$ cat config.mk
export PLATFORM = sky130hd
export DESIGN_NAME = vcmap_prog
export DESIGN_NICKNAME = d
export VERILOG_FILES = /design/src/rtl/vcmap_pkg.sv /design/src/rtl/vcmap_check.sv /design/src/rtl/vcmap_bus.sv /design/src/rtl/vcmap_seq.sv /design/src/rtl/vcmap_prog.sv
export SDC_FILE = /design/constraint.sdc
export NUM_CORES = 1
export LEC_CHECK = 0
export BUFFER_PORTS_ARGS = -buffer_cell sky130_fd_sc_hd__buf_2
export CELL_PAD_IN_SITES_DETAIL_PLACEMENT = 1
export CELL_PAD_IN_SITES_GLOBAL_PLACEMENT = 1
export CORE_AREA = 2 2 144 146
export CTS_CLUSTER_DIAMETER = 80
export DETAILED_ROUTE_END_ITERATION = 7
export DIE_AREA = 0 0 146 148
export PLACE_DENSITY_LB_ADDON = 0.08
export SLEW_MARGIN = 20
export SYNTH_ARGS = -nofsm -noshare
export SYNTH_HDL_FRONTEND = slang
export SYNTH_SLANG_ARGS = --single-unit
$ cat constraint.sdc
create_clock -name clk -period 5.5 [get_ports clk]
set_input_delay 0.55 -clock clk [delete_from_list [all_inputs] [get_ports clk]]
set_output_delay 0.55 -clock clk [all_outputs]
set_load 0.01 [all_outputs]
$ cat src/rtl/vcmap_pkg.sv
package vcmap_pkg;
  localparam int NUM_CH  = 4;
  localparam int TC_W    = 8;
  localparam int ID_W    = 3;

  localparam int CTL_EN_BIT    = 31;
  localparam int CTL_ID_LSB    = 24;
  localparam int STS_PEND_BIT  = 1;
  localparam int CFG_LOCK_BIT  = 31;
  localparam int CFG_FLD_LSB   = 20;
  localparam int CFG_FLD_W     = 4;
  localparam int CFG_FLD_VAL   = 2;
  localparam int CFG_PRIV_A    = 19;
  localparam int CFG_PRIV_B    = 17;
  localparam int CAP_CNT_W     = 3;
  localparam int PRIV_CH       = 2;
  localparam int SEC_CH        = 1;

  typedef enum logic [3:0] {
    ST_IDLE,
    ST_CHECK,
    ST_CFG_RD,
    ST_CFG_WR,
    ST_CTL_WR,
    ST_CAP_RD,
    ST_CAP_WR,
    ST_POLL,
    ST_LOCK
  } seq_state_t;
endpackage

$ cat src/rtl/vcmap_check.sv
module vcmap_check #(
  parameter int                            NCH  = vcmap_pkg::NUM_CH,
  parameter int                            TCW  = vcmap_pkg::TC_W,
  parameter int                            IDW  = vcmap_pkg::ID_W,
  parameter logic [vcmap_pkg::NUM_CH*vcmap_pkg::ID_W-1:0] IDS = {3'd7, 3'd2, 3'd1, 3'd0}
) (
  input  logic [NCH*TCW-1:0] maps_i,
  input  logic [NCH-1:0]     act_i,
  output logic               ok_o,
  output logic [NCH*32-1:0]  words_o
);
  import vcmap_pkg::*;

  logic [TCW-1:0] tc_single;

  // One claim count per traffic class; exactly one enabled owner required
  for (genvar t = 0; t < TCW; t++) begin : g_tc
    logic [NCH-1:0] claim;
    for (genvar c = 0; c < NCH; c++) begin : g_claim
      assign claim[c] = act_i[c] & maps_i[c*TCW + t];
    end
    assign tc_single[t] = ($countones(claim) == 1);
  end

  assign ok_o = &tc_single;

  // Control word assembly per channel
  for (genvar c = 0; c < NCH; c++) begin : g_word
    logic [31:0] w;
    always_comb begin
      w = '0;
      w[CTL_EN_BIT] = act_i[c];
      w[CTL_ID_LSB +: IDW] = IDS[c*IDW +: IDW];
      w[TCW-1:0] = maps_i[c*TCW +: TCW];
    end
    assign words_o[c*32 +: 32] = w;
  end
endmodule

$ cat src/rtl/vcmap_bus.sv
module vcmap_bus #(
  parameter int AW = 16,
  parameter int DW = 32
) (
  input  logic          clk,
  input  logic          rst,
  input  logic          go_i,
  input  logic          we_i,
  input  logic [AW-1:0] addr_i,
  input  logic [DW-1:0] wdata_i,
  output logic          fin_o,
  output logic [DW-1:0] rdata_o,
  output logic          req_o,
  output logic          we_o,
  output logic [AW-1:0] addr_o,
  output logic [DW-1:0] wdata_o,
  input  logic [DW-1:0] rdata_i,
  input  logic          ack_i
);
  logic          req_q, we_q, fin_q;
  logic [AW-1:0] addr_q;
  logic [DW-1:0] wdata_q, rdata_q;

  always_ff @(posedge clk) begin
    if (rst) begin
      req_q   <= 1'b0;
      we_q    <= 1'b0;
      addr_q  <= '0;
      wdata_q <= '0;
      rdata_q <= '0;
      fin_q   <= 1'b0;
    end else begin
      fin_q <= 1'b0;
      if (go_i && !req_q) begin
        req_q   <= 1'b1;
        we_q    <= we_i;
        addr_q  <= addr_i;
        wdata_q <= wdata_i;
      end else if (req_q && ack_i) begin
        req_q   <= 1'b0;
        rdata_q <= rdata_i;
        fin_q   <= 1'b1;
      end
    end
  end

  assign req_o   = req_q;
  assign we_o    = we_q;
  assign addr_o  = addr_q;
  assign wdata_o = wdata_q;
  assign fin_o   = fin_q;
  assign rdata_o = rdata_q;

  assert_req_hold_R11: assert property (@(posedge clk) disable iff (rst)
    (req_q && !ack_i) |=> (req_q && $stable(addr_q) && $stable(we_q)));

  assert_req_drop_R11: assert property (@(posedge clk) disable iff (rst)
    (req_q && ack_i) |=> !req_q);
endmodule

$ cat src/rtl/vcmap_seq.sv
module vcmap_seq #(
  parameter int          NCH        = vcmap_pkg::NUM_CH,
  parameter int          TCW        = vcmap_pkg::TC_W,
  parameter int          AW         = 16,
  parameter int          DW         = 32,
  parameter int          POLL_LIMIT = 16,
  parameter logic [15:0] CFG_ADDR   = 16'h0040,
  parameter logic [15:0] CAP_ADDR   = 16'h0008,
  parameter logic [15:0] CH_BASE    = 16'h0100,
  parameter logic [15:0] CH_STRIDE  = 16'h0010,
  parameter logic [15:0] STS_OFS    = 16'h0008
) (
  input  logic               clk,
  input  logic               rst,
  input  logic               start_i,
  input  logic [NCH*TCW-1:0] tc_map_i,
  input  logic [NCH-1:0]     ch_act_i,
  output logic [NCH*TCW-1:0] maps_o,
  output logic [NCH-1:0]     act_o,
  input  logic               map_ok_i,
  input  logic [NCH*32-1:0]  words_i,
  output logic               go_o,
  output logic               we_o,
  output logic [AW-1:0]      addr_o,
  output logic [DW-1:0]      wdata_o,
  input  logic               fin_i,
  input  logic [DW-1:0]      rdata_i,
  output logic               done_o,
  output logic               err_o
);
  import vcmap_pkg::*;

  localparam int CHW = (NCH > 1) ? $clog2(NCH) : 1;
  localparam int PCW = $clog2(POLL_LIMIT + 1);
  localparam logic [CHW-1:0] LAST_CH   = CHW'(NCH - 1);
  localparam logic [PCW-1:0] LAST_POLL = PCW'(POLL_LIMIT - 1);

  seq_state_t         state_q;
  logic [CHW-1:0]     ch_q;
  logic [PCW-1:0]     poll_q;
  logic               wait_q, done_q, err_q, locked_q;
  logic [NCH*TCW-1:0] maps_q;
  logic [NCH-1:0]     act_q;
  logic [DW-1:0]      cfg_q, cap_q, cfg_prog;
  logic [AW-1:0]      ch_addr;
  logic               bus_state;

  assign maps_o = maps_q;
  assign act_o  = act_q;

  // Programmed configuration value: field set, private-channel bits
  always_comb begin
    cfg_prog = cfg_q;
    cfg_prog[CFG_FLD_LSB +: CFG_FLD_W] = CFG_FLD_W'(CFG_FLD_VAL);
    if (act_q[PRIV_CH]) begin
      cfg_prog[CFG_PRIV_A] = 1'b1;
      cfg_prog[CFG_PRIV_B] = 1'b1;
    end
  end

  assign ch_addr = AW'(CH_BASE) + AW'(ch_q) * AW'(CH_STRIDE);

  always_comb begin
    bus_state = 1'b1;
    we_o      = 1'b0;
    addr_o    = '0;
    wdata_o   = '0;
    unique case (state_q)
      ST_CFG_RD: addr_o = AW'(CFG_ADDR);
      ST_CFG_WR: begin
        we_o = 1'b1; addr_o = AW'(CFG_ADDR); wdata_o = cfg_prog;
      end
      ST_CTL_WR: begin
        we_o = 1'b1; addr_o = ch_addr; wdata_o = words_i[ch_q*32 +: 32];
      end
      ST_CAP_RD: addr_o = AW'(CAP_ADDR);
      ST_CAP_WR: begin
        we_o = 1'b1; addr_o = AW'(CAP_ADDR);
        wdata_o = cap_q;
        wdata_o[CAP_CNT_W-1:0] = CAP_CNT_W'(act_q[SEC_CH]);
      end
      ST_POLL: addr_o = ch_addr + AW'(STS_OFS);
      ST_LOCK: begin
        we_o = 1'b1; addr_o = AW'(CFG_ADDR);
        wdata_o = cfg_prog;
        wdata_o[CFG_LOCK_BIT] = 1'b1;
      end
      default: bus_state = 1'b0;
    endcase
  end

  assign go_o = bus_state && !wait_q;

  always_ff @(posedge clk) begin
    if (rst) begin
      state_q  <= ST_IDLE;
      ch_q     <= '0;
      poll_q   <= '0;
      wait_q   <= 1'b0;
      done_q   <= 1'b0;
      err_q    <= 1'b0;
      locked_q <= 1'b0;
      maps_q   <= '0;
      act_q    <= '0;
      cfg_q    <= '0;
      cap_q    <= '0;
    end else begin
      done_q <= 1'b0;
      if (go_o) wait_q <= 1'b1;
      if (fin_i) wait_q <= 1'b0;
      unique case (state_q)
        ST_IDLE: begin
          if (start_i) begin
            if (locked_q) begin
              done_q <= 1'b1;                 // no accesses once locked
            end else begin
              err_q   <= 1'b0;
              maps_q  <= tc_map_i;
              act_q   <= ch_act_i;
              state_q <= ST_CHECK;
            end
          end
        end
        ST_CHECK: begin
          if (map_ok_i) begin
            state_q <= ST_CFG_RD;
          end else begin
            err_q   <= 1'b1;
            done_q  <= 1'b1;
            state_q <= ST_IDLE;
          end
        end
        ST_CFG_RD: if (fin_i) begin
          cfg_q   <= rdata_i;
          state_q <= ST_CFG_WR;
        end
        ST_CFG_WR: if (fin_i) begin
          ch_q    <= '0;
          state_q <= ST_CTL_WR;
        end
        ST_CTL_WR: if (fin_i) begin
          if (ch_q == LAST_CH) begin
            ch_q    <= '0;
            state_q <= ST_CAP_RD;
          end else begin
            ch_q <= ch_q + 1'b1;
          end
        end
        ST_CAP_RD: if (fin_i) begin
          cap_q   <= rdata_i;
          state_q <= ST_CAP_WR;
        end
        ST_CAP_WR: if (fin_i) begin
          ch_q    <= '0;
          poll_q  <= '0;
          state_q <= ST_POLL;
        end
        ST_POLL: if (fin_i) begin
          if (!rdata_i[STS_PEND_BIT]) begin
            poll_q <= '0;
            if (ch_q == LAST_CH) state_q <= ST_LOCK;
            else ch_q <= ch_q + 1'b1;
          end else if (poll_q == LAST_POLL) begin
            err_q   <= 1'b1;                  // negotiation timeout
            done_q  <= 1'b1;
            state_q <= ST_IDLE;
          end else begin
            poll_q <= poll_q + 1'b1;
          end
        end
        ST_LOCK: if (fin_i) begin
          locked_q <= 1'b1;
          done_q   <= 1'b1;
          state_q  <= ST_IDLE;
        end
        default: state_q <= ST_IDLE;
      endcase
    end
  end

  assign done_o = done_q;
  assign err_o  = err_q;

  assert_done_idle_R10: assert property (@(posedge clk) disable iff (rst)
    done_q |-> (state_q == ST_IDLE && !wait_q));

  assert_ctl_needs_map_R2: assert property (@(posedge clk) disable iff (rst)
    (go_o && state_q == ST_CTL_WR) |-> map_ok_i);

  assert_locked_quiet_R9: assert property (@(posedge clk) disable iff (rst)
    locked_q |-> !go_o);

  assert_poll_bound_R7: assert property (@(posedge clk) disable iff (rst)
    (state_q == ST_POLL) |-> (poll_q <= LAST_POLL));

  assert_lock_after_poll_R8: assert property (@(posedge clk) disable iff (rst)
    $rose(locked_q) |-> $past(state_q == ST_LOCK));
endmodule

$ cat src/rtl/vcmap_prog.sv
module vcmap_prog #(
  parameter int          POLL_LIMIT = 16,
  parameter int          AW         = 16,
  parameter int          DW         = 32,
  parameter logic [vcmap_pkg::NUM_CH*vcmap_pkg::ID_W-1:0] CH_IDS = {3'd7, 3'd2, 3'd1, 3'd0},
  parameter logic [15:0] CFG_ADDR   = 16'h0040,
  parameter logic [15:0] CAP_ADDR   = 16'h0008,
  parameter logic [15:0] CH_BASE    = 16'h0100,
  parameter logic [15:0] CH_STRIDE  = 16'h0010,
  parameter logic [15:0] STS_OFS    = 16'h0008
) (
  input  logic          clk,
  input  logic          rst,
  input  logic          start_i,
  input  logic [31:0]   tc_map_i,
  input  logic [3:0]    ch_act_i,
  output logic          done_o,
  output logic          err_o,
  output logic          reg_req_o,
  output logic          reg_we_o,
  output logic [AW-1:0] reg_addr_o,
  output logic [DW-1:0] reg_wdata_o,
  input  logic [DW-1:0] reg_rdata_i,
  input  logic          reg_ack_i
);
  import vcmap_pkg::*;

  logic [NUM_CH*TC_W-1:0] maps;
  logic [NUM_CH-1:0]      act;
  logic                   map_ok;
  logic [NUM_CH*32-1:0]   words;
  logic                   go, we, fin;
  logic [AW-1:0]          addr;
  logic [DW-1:0]          wdata, rdata;

  vcmap_check #(
    .NCH (NUM_CH), .TCW (TC_W), .IDW (ID_W), .IDS (CH_IDS)
  ) check_i (
    .maps_i  (maps),
    .act_i   (act),
    .ok_o    (map_ok),
    .words_o (words)
  );

  vcmap_seq #(
    .NCH (NUM_CH), .TCW (TC_W), .AW (AW), .DW (DW),
    .POLL_LIMIT (POLL_LIMIT), .CFG_ADDR (CFG_ADDR), .CAP_ADDR (CAP_ADDR),
    .CH_BASE (CH_BASE), .CH_STRIDE (CH_STRIDE), .STS_OFS (STS_OFS)
  ) seq_i (
    .clk      (clk),
    .rst      (rst),
    .start_i  (start_i),
    .tc_map_i (tc_map_i),
    .ch_act_i (ch_act_i),
    .maps_o   (maps),
    .act_o    (act),
    .map_ok_i (map_ok),
    .words_i  (words),
    .go_o     (go),
    .we_o     (we),
    .addr_o   (addr),
    .wdata_o  (wdata),
    .fin_i    (fin),
    .rdata_i  (rdata),
    .done_o   (done_o),
    .err_o    (err_o)
  );

  vcmap_bus #(.AW (AW), .DW (DW)) bus_i (
    .clk     (clk),
    .rst     (rst),
    .go_i    (go),
    .we_i    (we),
    .addr_i  (addr),
    .wdata_i (wdata),
    .fin_o   (fin),
    .rdata_o (rdata),
    .req_o   (reg_req_o),
    .we_o    (reg_we_o),
    .addr_o  (reg_addr_o),
    .wdata_o (reg_wdata_o),
    .rdata_i (reg_rdata_i),
    .ack_i   (reg_ack_i)
  );
endmodule

==> results.yml <==
synth:
  yosysTopAreaCell: "dfxtp_1"
  ys_ff_latch: 180
  synth_edf_count: 0
  synth_area_mm2: 0.00789
  syn_area_per_cell_um2: 8.92
  ys_seq_area_share_pct: 45.7
  synth_commonest_cells: "nand2_1, dfxtp_1, a21oi_1"
  synth_warnings: 0
  yosys-top-cells-area: "dfxtp_1, nand2_1, a21oi_1"
  synth_top_area_share_pct: 45.7
  async_flop_share_pct: 0
  synth_most_common_cell: "nand2_1"
  synth_cell_type_count: 61
  synth_ff_type: "dfxtp_1"
  syn-instance-count: 884
clock_network:
  post_cts_buffers: 0
  clock_sinks: 180
  worstSkewPairLatency_ns: 0.44
  cts_buffers: 17
  hold_buffers: 0
  cts-root-buf: "clkbuf_16"
  cts_resized: 0
  clock_tree.buffer_depth: 2
  tritoncts: "yes"
  cts_max_level: 4
  path_clk_slew_ns: 0.07
final_layout:
  fin_nets: 1066
  seq_area_mm2: 0.00360
  drive_above_1_share_pct: 18.7
  num-fill-cells: 2402
  multi_input_area_mm2: 0.00395
  areaGrowthSynthToFinish_pct: 15.2
  n_antenna_cell: 0
critical_path:
  endpoint_kind: "flip-flop"
  worstPathMaxFanout: 12
  crit_chain: "and2_1 -> ha_1 -> ha_1 -> fa_1 -> nor4b_1 -> nand2_1 -> nor3_1 -> nand3b_1 -> a311oi_1"
  cp.arrival_ns: 3.14
  slowest_delay_ns: 0.60
  path_class: "flip-flop to flip-flop"
  path_buf_inv: 0
  path_common_cell: "ha_1"
  worst_path_dominant_cell_family: "simple AND/OR/NAND/NOR gates"
  start_kind: "flip-flop"
  critPathSlowestCell: "dfxtp_1"
  critical_path_required_ns: 5.80
place:
  gp_congestion: 0.820
  place_ws_ns: 2.68
  portBuffers: 112
  hpwl_mm: 15.5
die:
  start_util_pct: 39.3
  die_x_um: 146
  io_pins: 124
  core-area_mm2: 0.0200
  num_rows: 52
  die_h_um: 148
  dieArea_mm2: 0.0216
status:
  status: "completed"
pwr:
  total_leakage_power_nw: 3.59
  ir_drop_mv: 0.197
  cellPowerDensity_mw_per_mm2: 293
  power_mw: 2.66
sta:
  finalWorstPathRequiredPeriod_ns: 2.84
  tightestPinTransition_ns: 1.07
  setup_viol: 0
  rsz0062_at_grt: "false"
  relSlewSlack_pct: 28.7
  max_freq_mhz: 353
  hold_viol: 0
  finClkSkew_ns: 0.00966
  fin_ws_ns: 2.66
  report.final.slew_viol_count: 0
  tns_ns: 0
  post-route-period-util_pct: 51.6
grt:
  grt_pass1_wl_mm: 37.4
  grt_use_total_pct: 21.8
  grt_pass1_vias: 6930
  overflow: 0
  grt_max_degree: 92
  antenna_found_initial: 0
route:
  first_iter_violations: 337
  first_pass_iters: 7
  wl_per_cell_um: 18.4
  drc: 0
  vias_per_cell: 5.32
  ant_nets: 0
  via_count: 6610
  wl_mm: 22.8
hold_path:
  hold_path_class: "primary input to flip-flop"
flow_run:
  drv_cap: 0
-- worst reg2reg max path, delay by kind of cell, from the launching register on --
family                     cells  cell delay [ns]
AOI/OAI and AO/OA              1             0.11
adders and majority gates      3             0.85
DFF                            1             0.60
and+or+nand+nor                5             1.15
-- cell families after synthesis --
| kind of cell | synth area share (%) |
|---|---|
| other cells | 0.0476 |
| simple gates | 20.0 |
| mux | 2.82 |
| flops | 45.7 |
| fa+ha+maj | 6.32 |
| compound gates | 19.7 |
| buf+inv | 5.05 |
| xor+xnor | 0.333 |
-- power by group --
group	switching [mW]	total, mW	leakage, nW	internal, mW
Clock	0.563	1.17	0.268	0.605
Sequential	0.0326	1.36	1.46	1.33
Combinational	0.0830	0.136	1.87	0.0532
Total	0.679	2.66	3.59	1.98
-- final cells by class --
type / instances / area share [%]
Clock buffer: 19 / 4.87
Clock inverter: 13 / 1.27
Inverter: 2 / 0.0826
Multi-Input combinational cell: 637 / 43.5
Sequential cell: 180 / 39.7
Tap cell: 270 / 3.72
Timing Repair Buffer: 121 / 6.94
-- worst paths after layout --
path,slack [ns],start,endpoint,cells after the start
setup reg to reg,2.66,seq_i.act_o[2],seq_i.done_o,9
hold reg to reg,0.45,bus_i.wdata_o[19],bus_i.wdata_o[19],2
setup / recovery,2.66,seq_i.act_o[2],seq_i.done_o,9
hold / removal,0.32,reg_rdata_i[29],bus_i.rdata_o[29],2
-- state kept, by name, indices dropped and copies added, names as in the netlist --
name and count:
bus_i.rdata_o 32, bus_i.wdata_o 32, seq_i.maps_o 32, seq_i.cap_q 29, seq_i.cfg_q 28, bus_i.addr_o 5
seq_i.poll_q 5, seq_i.act_o 4, seq_i.state_q 4, seq_i.ch_q 2, bus_i.fin_o 1, bus_i.req_o 1
bus_i.we_o 1, seq_i.done_o 1, seq_i.err_o 1, seq_i.locked_q 1, seq_i.wait_q 1
-- metrics by stage --
stage	utilization, %	hold WS [ns]	instances	area [µm²]
final	45.3	0.317	1242	9090
after global routing	45.3	0.305	1242	9090
after CTS	45.3	0.302	1242	9080
after detailed placement	42.5	0.446	1210	8520
after global placement	42.5	0.441	1210	8520
after floorplan	-	0.432	894	7920
-- metal layers --
layer	up-vias	global-route usage, %	wire [µm]
li1	3206	-	-
met1	3258	29.2	11000
met2	124	36.8	10800
met3	22	3.83	806
met4	0	5.39	253
met5	-	0	0
-- cell usage in the layout (no fill, tap or decap), types with 3 or more instances in the layout --
| cell type | Yosys | final |
|---|---|---|
| and3_1 | 4 | 4 |
| ha_1 | 27 | 27 |
| o21ai_1 | 3 | 3 |
| a21oi_1 | 112 | 111 |
| o21ai_0 | 11 | 11 |
| a2bb2oi_1 | 17 | 17 |
| buf_2 | 27 | 111 |
| dfxtp_1 | 180 | 180 |
| nor3_1 | 6 | 6 |
| a222oi_1 | 3 | 3 |
| buf_4 | 14 | 10 |
| and2_1 | 32 | 32 |
| inv_6 | 0 | 5 |
| mux4_2 | 9 | 9 |
| nand3_1 | 13 | 13 |
| nand3b_1 | 4 | 4 |
| conb_1 | 1 | 11 |
| clkinvlp_4 | 0 | 3 |
| fa_1 | 8 | 8 |
| nand2b_1 | 7 | 7 |
| a211oi_1 | 4 | 4 |
| nor2_2 | 5 | 6 |
| a22o_1 | 42 | 42 |
| nor2_1 | 39 | 38 |
| or2_2 | 2 | 3 |
| clkbuf_16 | 0 | 17 |
| nor4bb_1 | 3 | 3 |
| nand2_1 | 207 | 207 |
| a22oi_1 | 27 | 27 |
(Power assumes the default switching activity.)
